File: src/rtl/cfgchan_pkg.sv
package cfgchan_pkg;
  localparam int unsigned DW = 32;

  localparam logic [11:0] OFF_RTN  = 12'h0A0;
  localparam logic [11:0] OFF_OUT  = 12'h0A4;
  localparam logic [11:0] OFF_CTRL = 12'h0A8;
  localparam logic [11:0] OFF_STAT = 12'h0AC;

  localparam int unsigned DEV_LSB = 0;
  localparam int unsigned DEV_W   = 12;
  localparam int unsigned FN_LSB  = 20;
  localparam int unsigned FN_W    = 6;
  localparam int unsigned WR_BIT  = 30;
  localparam int unsigned GO_BIT  = 31;

  localparam logic [DW-1:0] CTRL_KEEP = 32'h43F0_0FFF;
  localparam logic [DW-1:0] CTRL_RST  = 32'h0010_0000;
  localparam logic [FN_W-1:0] FN_OSC  = 6'd1;

  typedef struct packed {
    logic [DEV_W-1:0] dev;
    logic [FN_W-1:0]  fn;
    logic             wr;
    logic             go;
  } cmd_t;
endpackage

File: src/rtl/cfgchan_cmd_decode.sv
module cfgchan_cmd_decode
  import cfgchan_pkg::*;
#(
  parameter int unsigned N_OSC = 4
) (
  input  logic [DW-1:0] word,
  output cmd_t          cmd,
  output logic          legal
);
  always_comb begin
    cmd.dev = word[DEV_LSB +: DEV_W];
    cmd.fn  = word[FN_LSB +: FN_W];
    cmd.wr  = word[WR_BIT];
    cmd.go  = word[GO_BIT];
    legal   = (cmd.fn == FN_OSC) && (cmd.dev < DEV_W'(N_OSC));
  end
endmodule

File: src/rtl/cfgchan_osc_bank.sv
module cfgchan_osc_bank
  import cfgchan_pkg::*;
#(
  parameter int unsigned N_OSC = 4,
  parameter logic [DW-1:0] OSC_RESET [16] = '{default: 32'h0},
  localparam int unsigned IDX_W = (N_OSC > 1) ? $clog2(N_OSC) : 1
) (
  input  logic             clk,
  input  logic             rst_n,
  input  logic             wr_en,
  input  logic [IDX_W-1:0] idx,
  input  logic [DW-1:0]    wr_data,
  output logic [DW-1:0]    rd_data
);
  logic [DW-1:0] word_q [N_OSC];

  for (genvar i = 0; i < N_OSC; i++) begin : g_word
    always_ff @(posedge clk or negedge rst_n) begin
      if (!rst_n)
        word_q[i] <= OSC_RESET[i];
      else if (wr_en && (idx == IDX_W'(i)))
        word_q[i] <= wr_data;
    end
  end

  always_comb begin
    rd_data = '0;
    for (int i = 0; i < N_OSC; i++)
      if (idx == IDX_W'(i)) rd_data = word_q[i];
  end

  // a write strobe lands its data in the addressed word on the next cycle
  a_r6_word_written: assert property (@(posedge clk) disable iff (!rst_n)
    wr_en |=> rd_data == $past(wr_data) || idx != $past(idx));
endmodule

File: src/rtl/cfgchan_bus_port.sv
module cfgchan_bus_port
  import cfgchan_pkg::*;
(
  input  logic          clk,
  input  logic          rst_n,
  input  logic          req_valid,
  output logic          req_ready,
  input  logic [DW-1:0] rd_value,
  output logic          accept,
  output logic          rsp_valid,
  input  logic          rsp_ready,
  output logic [DW-1:0] rsp_rdata
);
  assign req_ready = !rsp_valid || rsp_ready;
  assign accept    = req_valid && req_ready;

  always_ff @(posedge clk or negedge rst_n) begin
    if (!rst_n) begin
      rsp_valid <= 1'b0;
      rsp_rdata <= '0;
    end else if (accept) begin
      rsp_valid <= 1'b1;
      rsp_rdata <= rd_value;
    end else if (rsp_ready) begin
      rsp_valid <= 1'b0;
    end
  end

  a_r9_no_accept_when_full: assert property (@(posedge clk) disable iff (!rst_n)
    (rsp_valid && !rsp_ready) |-> !req_ready);
  a_r9_rsp_hold: assert property (@(posedge clk) disable iff (!rst_n)
    (rsp_valid && !rsp_ready) |=> (rsp_valid && $stable(rsp_rdata)));
  a_r9_rsp_follows_accept: assert property (@(posedge clk) disable iff (!rst_n)
    accept |=> rsp_valid);
endmodule

File: src/rtl/cfgchan_ctrl.sv
module cfgchan_ctrl
  import cfgchan_pkg::*;
#(
  parameter int unsigned N_OSC  = 4,
  parameter int unsigned ADDR_W = 12,
  parameter logic [31:0] OSC_RESET [16] = '{0: 32'd50000000, 1: 32'd24576000,
                                            2: 32'd25000000, default: 32'd0},
  localparam int unsigned IDX_W = (N_OSC > 1) ? $clog2(N_OSC) : 1
) (
  input  logic              clk,
  input  logic              rst_n,
  input  logic              req_valid,
  output logic              req_ready,
  input  logic              req_write,
  input  logic [ADDR_W-1:0] req_addr,
  input  logic [31:0]       req_wdata,
  output logic              rsp_valid,
  input  logic              rsp_ready,
  output logic [31:0]       rsp_rdata
);
  logic [DW-1:0] out_q, rtn_q, ctrl_q;
  logic [1:0]    stat_q;
  logic          accept, legal;
  logic          hit_rtn, hit_out, hit_ctrl, hit_stat;
  logic          ctrl_wr, go, osc_wr;
  logic [DW-1:0] rd_mux, osc_rd;
  cmd_t          cmd;

  assign hit_rtn  = req_addr == ADDR_W'(OFF_RTN);
  assign hit_out  = req_addr == ADDR_W'(OFF_OUT);
  assign hit_ctrl = req_addr == ADDR_W'(OFF_CTRL);
  assign hit_stat = req_addr == ADDR_W'(OFF_STAT);

  cfgchan_cmd_decode #(.N_OSC(N_OSC)) u_dec (
    .word (req_wdata),
    .cmd  (cmd),
    .legal(legal)
  );

  assign ctrl_wr = accept && req_write && hit_ctrl;
  assign go      = ctrl_wr && cmd.go;
  assign osc_wr  = go && legal && cmd.wr;

  cfgchan_osc_bank #(.N_OSC(N_OSC), .OSC_RESET(OSC_RESET)) u_bank (
    .clk    (clk),
    .rst_n  (rst_n),
    .wr_en  (osc_wr),
    .idx    (cmd.dev[IDX_W-1:0]),
    .wr_data(out_q),
    .rd_data(osc_rd)
  );

  always_ff @(posedge clk or negedge rst_n) begin
    if (!rst_n) begin
      out_q  <= '0;
      rtn_q  <= '0;
      ctrl_q <= CTRL_RST;
      stat_q <= 2'b00;
    end else begin
      if (accept && req_write && hit_out) out_q <= req_wdata;
      if (ctrl_wr) begin
        ctrl_q <= req_wdata & CTRL_KEEP;
        stat_q <= 2'b00;
        if (go) begin
          stat_q <= {!legal, 1'b1};
          if (legal && !cmd.wr) rtn_q <= osc_rd;
        end
      end
    end
  end

  always_comb begin
    rd_mux = '0;
    if (!req_write) begin
      if (hit_rtn)  rd_mux = rtn_q;
      if (hit_out)  rd_mux = out_q;
      if (hit_ctrl) rd_mux = ctrl_q;
      if (hit_stat) rd_mux = {30'd0, stat_q};
    end
  end

  cfgchan_bus_port u_port (
    .clk      (clk),
    .rst_n    (rst_n),
    .req_valid(req_valid),
    .req_ready(req_ready),
    .rd_value (rd_mux),
    .accept   (accept),
    .rsp_valid(rsp_valid),
    .rsp_ready(rsp_ready),
    .rsp_rdata(rsp_rdata)
  );

  a_r4_stat_cleared: assert property (@(posedge clk) disable iff (!rst_n)
    (accept && req_write && hit_ctrl && !req_wdata[GO_BIT]) |=> stat_q == 2'b00);
  a_r5_done_set: assert property (@(posedge clk) disable iff (!rst_n)
    (accept && req_write && hit_ctrl && req_wdata[GO_BIT]) |=> stat_q[0]);
  a_r7_err_implies_done: assert property (@(posedge clk) disable iff (!rst_n)
    stat_q[1] |-> stat_q[0]);
  a_r7_rtn_kept_on_bad_fn: assert property (@(posedge clk) disable iff (!rst_n)
    (accept && req_write && hit_ctrl && req_wdata[GO_BIT] &&
     req_wdata[FN_LSB +: FN_W] != FN_OSC) |=> ($stable(rtn_q) && stat_q == 2'b11));
  a_r3_ctrl_go_clear: assert property (@(posedge clk) disable iff (!rst_n)
    ctrl_wr |=> !ctrl_q[GO_BIT]);
endmodule

File: config.mk
export PLATFORM = sky130hd
export DESIGN_NAME = cfgchan_ctrl
export DESIGN_NICKNAME = d
export VERILOG_FILES = /design/src/rtl/cfgchan_pkg.sv /design/src/rtl/cfgchan_cmd_decode.sv /design/src/rtl/cfgchan_osc_bank.sv /design/src/rtl/cfgchan_bus_port.sv /design/src/rtl/cfgchan_ctrl.sv
export SDC_FILE = /design/constraint.sdc
export NUM_CORES = 1
export LEC_CHECK = 0
export BUFFER_PORTS_ARGS = -buffer_cell sky130_fd_sc_hd__buf_2
export CELL_PAD_IN_SITES_DETAIL_PLACEMENT = 1
export CELL_PAD_IN_SITES_GLOBAL_PLACEMENT = 2
export CORE_MARGIN = 10
export CORE_UTILIZATION = 47
export CTS_BUF_LIST = sky130_fd_sc_hd__clkbuf_2 sky130_fd_sc_hd__clkbuf_4 sky130_fd_sc_hd__clkbuf_8
export CTS_CLUSTER_SIZE = 10
export DETAILED_ROUTE_END_ITERATION = 8
export PLACE_DENSITY = 0.95
export SYNTH_ARGS = -nofsm -noshare
export SYNTH_HDL_FRONTEND = slang
export SYNTH_SLANG_ARGS = --single-unit
File: constraint.sdc
create_clock -name clk -period 4.6 [get_ports clk]
set_clock_uncertainty 0.05 [all_clocks]
set_input_delay 0 -clock clk [delete_from_list [all_inputs] [get_ports clk]]
set_output_delay 0 -clock clk [all_outputs]
set_load 0.1 [all_outputs]
-- Word level (Yosys, flattened, before mapping)
Cells that the tools add are included.
Widths: inputs -> output; s select.
- flip-flop bits (word level): 246
- input bits: 49
- output and inout bits: 34
- logic and storage cells: 51
- order comparisons: 1
- eq/ne operators: 8
- multiplexer cells: 12
- reductions and logical operators: 20
- operator list (cell ; number):
    $mux 32 ; 9
    $eq 12x8->1 const B ; 4
    $logic_and 1x1->1 ; 13
    $lt 12x3->1 const B ; 1
    $eq 6x1->1 const B ; 1
    $eq 2x2->1 const B ; 2
    $logic_not 1->1 ; 3
    $reduce_and 3->1 ; 1
    $eq 2x1->1 const B ; 1
    $logic_not 2->1 ; 1
    $mux 1 ; 2
    $mux 2 ; 1
    $reduce_bool 2->1 ; 1
    $logic_or 1x1->1 ; 1

-- Logic depth before layout (Yosys ltp)
- depth after elaboration: 9
- mapped depth: 7
- mapped depth without buffers: 5

-- Cells and area by module
From an unflattened synthesis, not the netlist that was laid out.
- cells, all modules: 717
- area total of the unflattened synthesis: 11258.3 µm²
- modules (own cells, without submodules) (module ; instances ; cells each ; area an instance (µm²)):
    cfgchan_osc_bank ; 1 ; 312 ; 5582.9
    cfgchan_ctrl ; 1 ; 308 ; 4119.0
    cfgchan_bus_port ; 1 ; 72 ; 1363.8
    cfgchan_cmd_decode ; 1 ; 25 ; 192.7

-- Worst setup path before layout
Ideal clock, no wire load.
- path kind: register to register
- from: register u_port.rsp_valid
- to: register u_bank.word_q[3] (netlist name)
- data arrival time: 3.254 ns
- slack: 1.169 ns
- stages on the path, launching flop included: 7
- clock period less this slack: 3.431 ns
- path through: dfrtp_1 -> nand2b_1 -> nand2_1 -> nor4_2 -> nand4_1 -> buf_2 -> mux2_1
- longest elaborated chain between the ends: 9
- ends and longest elaborated chain (item ; line ; source):
    start, declared ; cfgchan_bus_port.sv:10 ; output logic rsp_valid,
    start signal, assigned ; cfgchan_bus_port.sv:19 ; rsp_valid <= 1'b0;
    start signal, assigned ; cfgchan_bus_port.sv:22 ; rsp_valid <= 1'b1;
    start signal, assigned ; cfgchan_bus_port.sv:25 ; rsp_valid <= 1'b0;
    $logic_not 1->1 ; cfgchan_bus_port.sv:14 ; assign req_ready = !rsp_valid || rsp_ready;
    $logic_or 1x1->1 ; cfgchan_bus_port.sv:14 ;
    via req_ready ; cfgchan_ctrl.sv:13 ; output logic req_ready,
    $logic_and 1x1->1 ; cfgchan_bus_port.sv:15 ; assign accept = req_valid && req_ready;
    $logic_and 1x1->1 (2 in series) ; cfgchan_ctrl.sv:40 ; assign ctrl_wr = accept && req_write && hit_ctrl;
    $logic_and 1x1->1 ; cfgchan_ctrl.sv:41 ; assign go = ctrl_wr && cmd.go;
    $logic_and 1x1->1 (2 in series) ; cfgchan_ctrl.sv:42 ; assign osc_wr = go && legal && cmd.wr;
    $logic_and 1x1->1 ; cfgchan_osc_bank.sv:21 ; else if (wr_en && (idx == IDX_W'(i)))
    end signal, assigned by index ; cfgchan_osc_bank.sv:20 ; word_q[i] <= OSC_RESET[i];
    end signal, assigned by index ; cfgchan_osc_bank.sv:22 ; word_q[i] <= wr_data;
    end, declared ; cfgchan_osc_bank.sv:15 ; logic [DW-1:0] word_q [N_OSC];
The timed path passes the listed nets, and every way through them passes these cells.
A chain may end at the register's enable or synchronous reset.

-- Final worst setup path
- from: input port req_wdata[23]
- to: register rtn_q[19]
- longest elaborated chain between the ends: 4
- ends and longest elaborated chain (item ; line ; source):
    start, declared ; cfgchan_ctrl.sv:16 ; input logic [31:0] req_wdata,
    $eq 6x1->1 ; cfgchan_cmd_decode.sv:15 ; legal = (cmd.fn == FN_OSC) && (cmd.dev < DEV_W'(N_OSC));
    $logic_and 1x1->1 ; cfgchan_cmd_decode.sv:15 ;
    $logic_and 1x1->1 ; cfgchan_ctrl.sv:66 ; if (legal && !cmd.wr) rtn_q <= osc_rd;
    $reduce_and 3->1 (no source line) ; -- ;
    end signal, assigned ; cfgchan_ctrl.sv:66 ;
    end, declared ; cfgchan_ctrl.sv:21 ; logic [DW-1:0] out_q, rtn_q, ctrl_q;
Every way passes these cells.

==> metrics.log <==
[metrics] final count of negative-setup-slack endpoints: 0
[metrics] wire length after detailed routing: 28.2 mm
[metrics] minimum clock period after layout: 3.02 ns
[metrics] Critical R2R Launch: u_port.rsp_valid
[metrics] depth of the worst hold-timing path: 3
[metrics] fraction of final layout cells sized beyond drive strength 1: 45.8%
[metrics] pin count of the biggest net entering global routing: 120
[metrics] endpoints failing hold: 0
[metrics] I/O pin total: 83
[metrics] total negative slack for setup checks: 0 ns
[metrics] maximum number of buffers from clock root to sink: 3
[metrics] leftover overflow at the end of global routing: 0
[metrics] Clock Pin Slew Worst Setup and Hold Paths: 0.06 ns
[metrics] dominant register cell in the synthesized netlist: dfrtp_1
[metrics] number of library cell types mapped by synthesis: 34
[metrics] switching fraction of total power: 22.8%
[metrics] Critical Path Sink Type: flop
[metrics] maximum net fanout on the critical path: 14
[metrics] first drt pass iteration count: 4
[metrics] Worst VDD drop: 0.000179 V
[metrics] leakage power: 6.18 nW
[metrics] top cells by area, synth: dfrtp_1, mux2_2, dfstp_2, mux4_2, o21ai_0
[metrics] EDFF count, synth: 0
[metrics] layout overhead on the synthesized area: 19.3%
[metrics] overall fraction of global-route tracks in use: 20.0%
[metrics] die footprint: 28,800 um^2
[metrics] maximum level of the CTS H-tree: 2
[metrics] sequential share of power: 47.9%
[metrics] crit path cell chain: dlygate4sd3_1, buf_2, nor4b_1, nand4_1, nor4_2, nand3b_1, buf_4, mux2_2
[metrics] number of standard cells after synthesis: 774
[metrics] status: complete, no violations
[metrics] Initial Utilization: 48.0%
[metrics] number of design rule violations left after detail routing: 0
[metrics] Warnings, synthesis: 0
[metrics] critical path launch point type: primary input
[metrics] post-synthesis average cell area: 13.6 um^2
[metrics] worst endpoint required time: 4.98 ns
[metrics] combinational share of power: 4.2%
[metrics] data arrival time of the critical path: 3.40 ns
[metrics] Std-Cell Core Area: 22,000 um^2
[metrics] Internal Power: 3.49 mW
[metrics] delay of the slowest critical-path stage: 0.56 ns
[metrics] crit path kind: in2reg
[metrics] insertion delay to the later sink of the worst-skew pair: 0.55 ns
[metrics] PwrDens: 360 nW/um^2
[metrics] Mapped Nets: 823
[metrics] async set-or-reset flop fraction in the synthesized netlist: 100%
[metrics] utilization after layout: 57.2%
[metrics] Switch Pwr: 1.03 mW
[metrics] via count of the first global-routing pass: 7,946
[metrics] clock network fraction of total power: 47.9%
[metrics] global-route wire length before repair: 45.2 mm
[metrics] routed length per instance: 23.1 um
[metrics] Final Max Slew Viols: 0
[metrics] height of the die: 170 um
[metrics] area fraction of the dominant cell type after synthesis: 50.9%
[metrics] part of the Yosys area used for sequential elements: 58.8%
[metrics] worst reg2reg path endpoint: rtn_q[19]
[metrics] Crit-path slowest cell: dlygate4sd3_1
[metrics] Worst Hold Path EP: rtn_q[24]
[metrics] Tightest Pin Transition: 1.09 ns
[metrics] count of input and output buffers: 82
[metrics] startpoint of the lowest-slack hold path: req_wdata[1]
[metrics] buffer cell driving the clock tree root: clkbuf_8
[metrics] Num Clock Sinks: 246
[metrics] headroom to the max-slew limit: 26.6%
[metrics] vias post-DR: 6,891
[metrics] most frequently used cell type in the post-synthesis netlist: dfrtp_1
[metrics] DRT antenna net count: 0
[metrics] number of nets in the layout: 952
[metrics] ratio of routed vias to standard cells: 5.65
[metrics] number of placement rows: 54
[metrics] Post-CTS Resized: 0
[metrics] number of max-cap violations: 0
[metrics] number of flip-flops and latches in the synthesized netlist: 246
[metrics] initial antenna violation count: 1
[metrics] TritonCTS clock tree: built
[metrics] mapped cell area: 10,500 um^2
[metrics] clock buffers created by TritonCTS: 43
[metrics] HPWL after detailed placement: 16.8 mm
[metrics] width of the chip: 170 um
[metrics] register-to-register path setup slack: 1.75 ns
[metrics] RSZ-0062 raised after global routing: no
[metrics] initial drt markers: 389
[metrics] Worst Reg-to-Reg Cells: 7
[metrics] cell type with the largest total area after synthesis: dfrtp_1
[metrics] hold crit path type: in2reg
[metrics] Achievable Freq: 331 MHz
[metrics] gpl congestion: 0.735
[metrics] Commonest cells post-synth: dfrtp_1, mux2_2, o21ai_0
[metrics] Tcrit/Tclk final: 65.7%
## worst max-delay path: cells and delay by family
family / cells / cell delay [ns]
buffers and inverters: 3 / 1.13
AND/OR/NAND/NOR: 4 / 1.94
multiplexers: 1 / 0.31
## per-layer routing
metal | routed length, um | GRT usage, % | vias to the layer above
met5 | 0 | 0 | -
met1 | 11400 | 24.2 | 3610
met4 | 811 | 7.55 | 0
li1 | - | - | 3038
met2 | 14400 | 34.5 | 191
met3 | 1550 | 3.98 | 52
## registers in the layout, indices dropped and copies added (netlist names)
name / count
ctrl_q: 19
rtn_q: 32
out_q: 32
u_bank.word_q: 128
u_port.rsp_valid: 1
u_port.rsp_rdata: 32
stat_q: 2
## cell usage in the layout (no fill, tap or decap), drive strengths merged, types with 2 or more instances in the layout
cell,netlist,routed
o21ai,98,98
o31ai,2,2
nand4,2,2
mux2i,13,13
mux4,32,32
and3b,2,2
nand4b,2,2
or2,2,2
clkinv,0,2
inv,35,36
dfstp,32,32
nand3b,2,2
nor2,2,2
nand2b,2,2
dlygate4sd3,0,33
diode,0,2
o211ai,17,17
mux2,180,180
nor4,6,6
clkbuf,33,76
buf,16,100
nand2,69,69
dfrtp,214,214
o22ai,2,2
or4,2,2
## through the flow
stage               instances  hold WS, ns  setup WS, ns  area [um^2]  power (mW)
global route             1219       0.0453          1.46        12600        4.69
floorplan                 774       -0.346          1.17        10500        2.28
CTS                      1218       0.0282          1.66        12600        4.56
global placement         1105        0.106          1.66        11300        2.37
detailed placement       1105        0.107          1.56        11300        2.38
finish                   1220       0.0404          1.58        12600        4.53
## how the worst max path moves through the flow
stage	slack, ns	cells past startpoint	from	end
floorplan	1.17	6	u_port.rsp_valid	u_bank.word_q[3]
global placement	1.66	7	req_addr[9]	rtn_q[17]
detailed placement	1.56	7	req_addr[9]	rtn_q[31]
CTS	1.66	8	req_wdata[21]	rtn_q[13]
global route	1.46	8	req_wdata[21]	rtn_q[13]
finish	1.58	8	req_wdata[23]	rtn_q[19]
## power groups by stage
stage	Sequential (mW)	Clock [mW]	Combinational (mW)
floorplan	2.21	0	0.0630
global placement	2.21	0	0.166
detailed placement	2.21	0	0.168
CTS	2.17	2.20	0.191
global route	2.17	2.31	0.208
finish	2.17	2.17	0.189
## what timing repair did
action / CTS / global route
endpoints found under the hold margin: 165 / 0
setup buffers: 0 / 0
hold buffers: 33 / 0
## cells by family after synthesis
| family | after synthesis | synth area share (%) |
|---|---|---|
| flip-flops | 246 | 58.8 |
| multiplexers | 225 | 27.3 |
| buffers and inverters | 84 | 3.14 |
| AND/OR/NAND/NOR | 99 | 4.48 |
| AO/OA/AOI/OAI | 120 | 6.21 |
## layout make-up
type	count	area, um^2
fill	2153	9390
sequential	246	6200
multi-input combinational	444	4030
clock buffer	76	927
timing repair buffer	133	898
tap	280	350
inverter	35	131
clock inverter	4	26.3
antenna	2	5.00
Note: power is estimated with default switching activity, not from simulation.
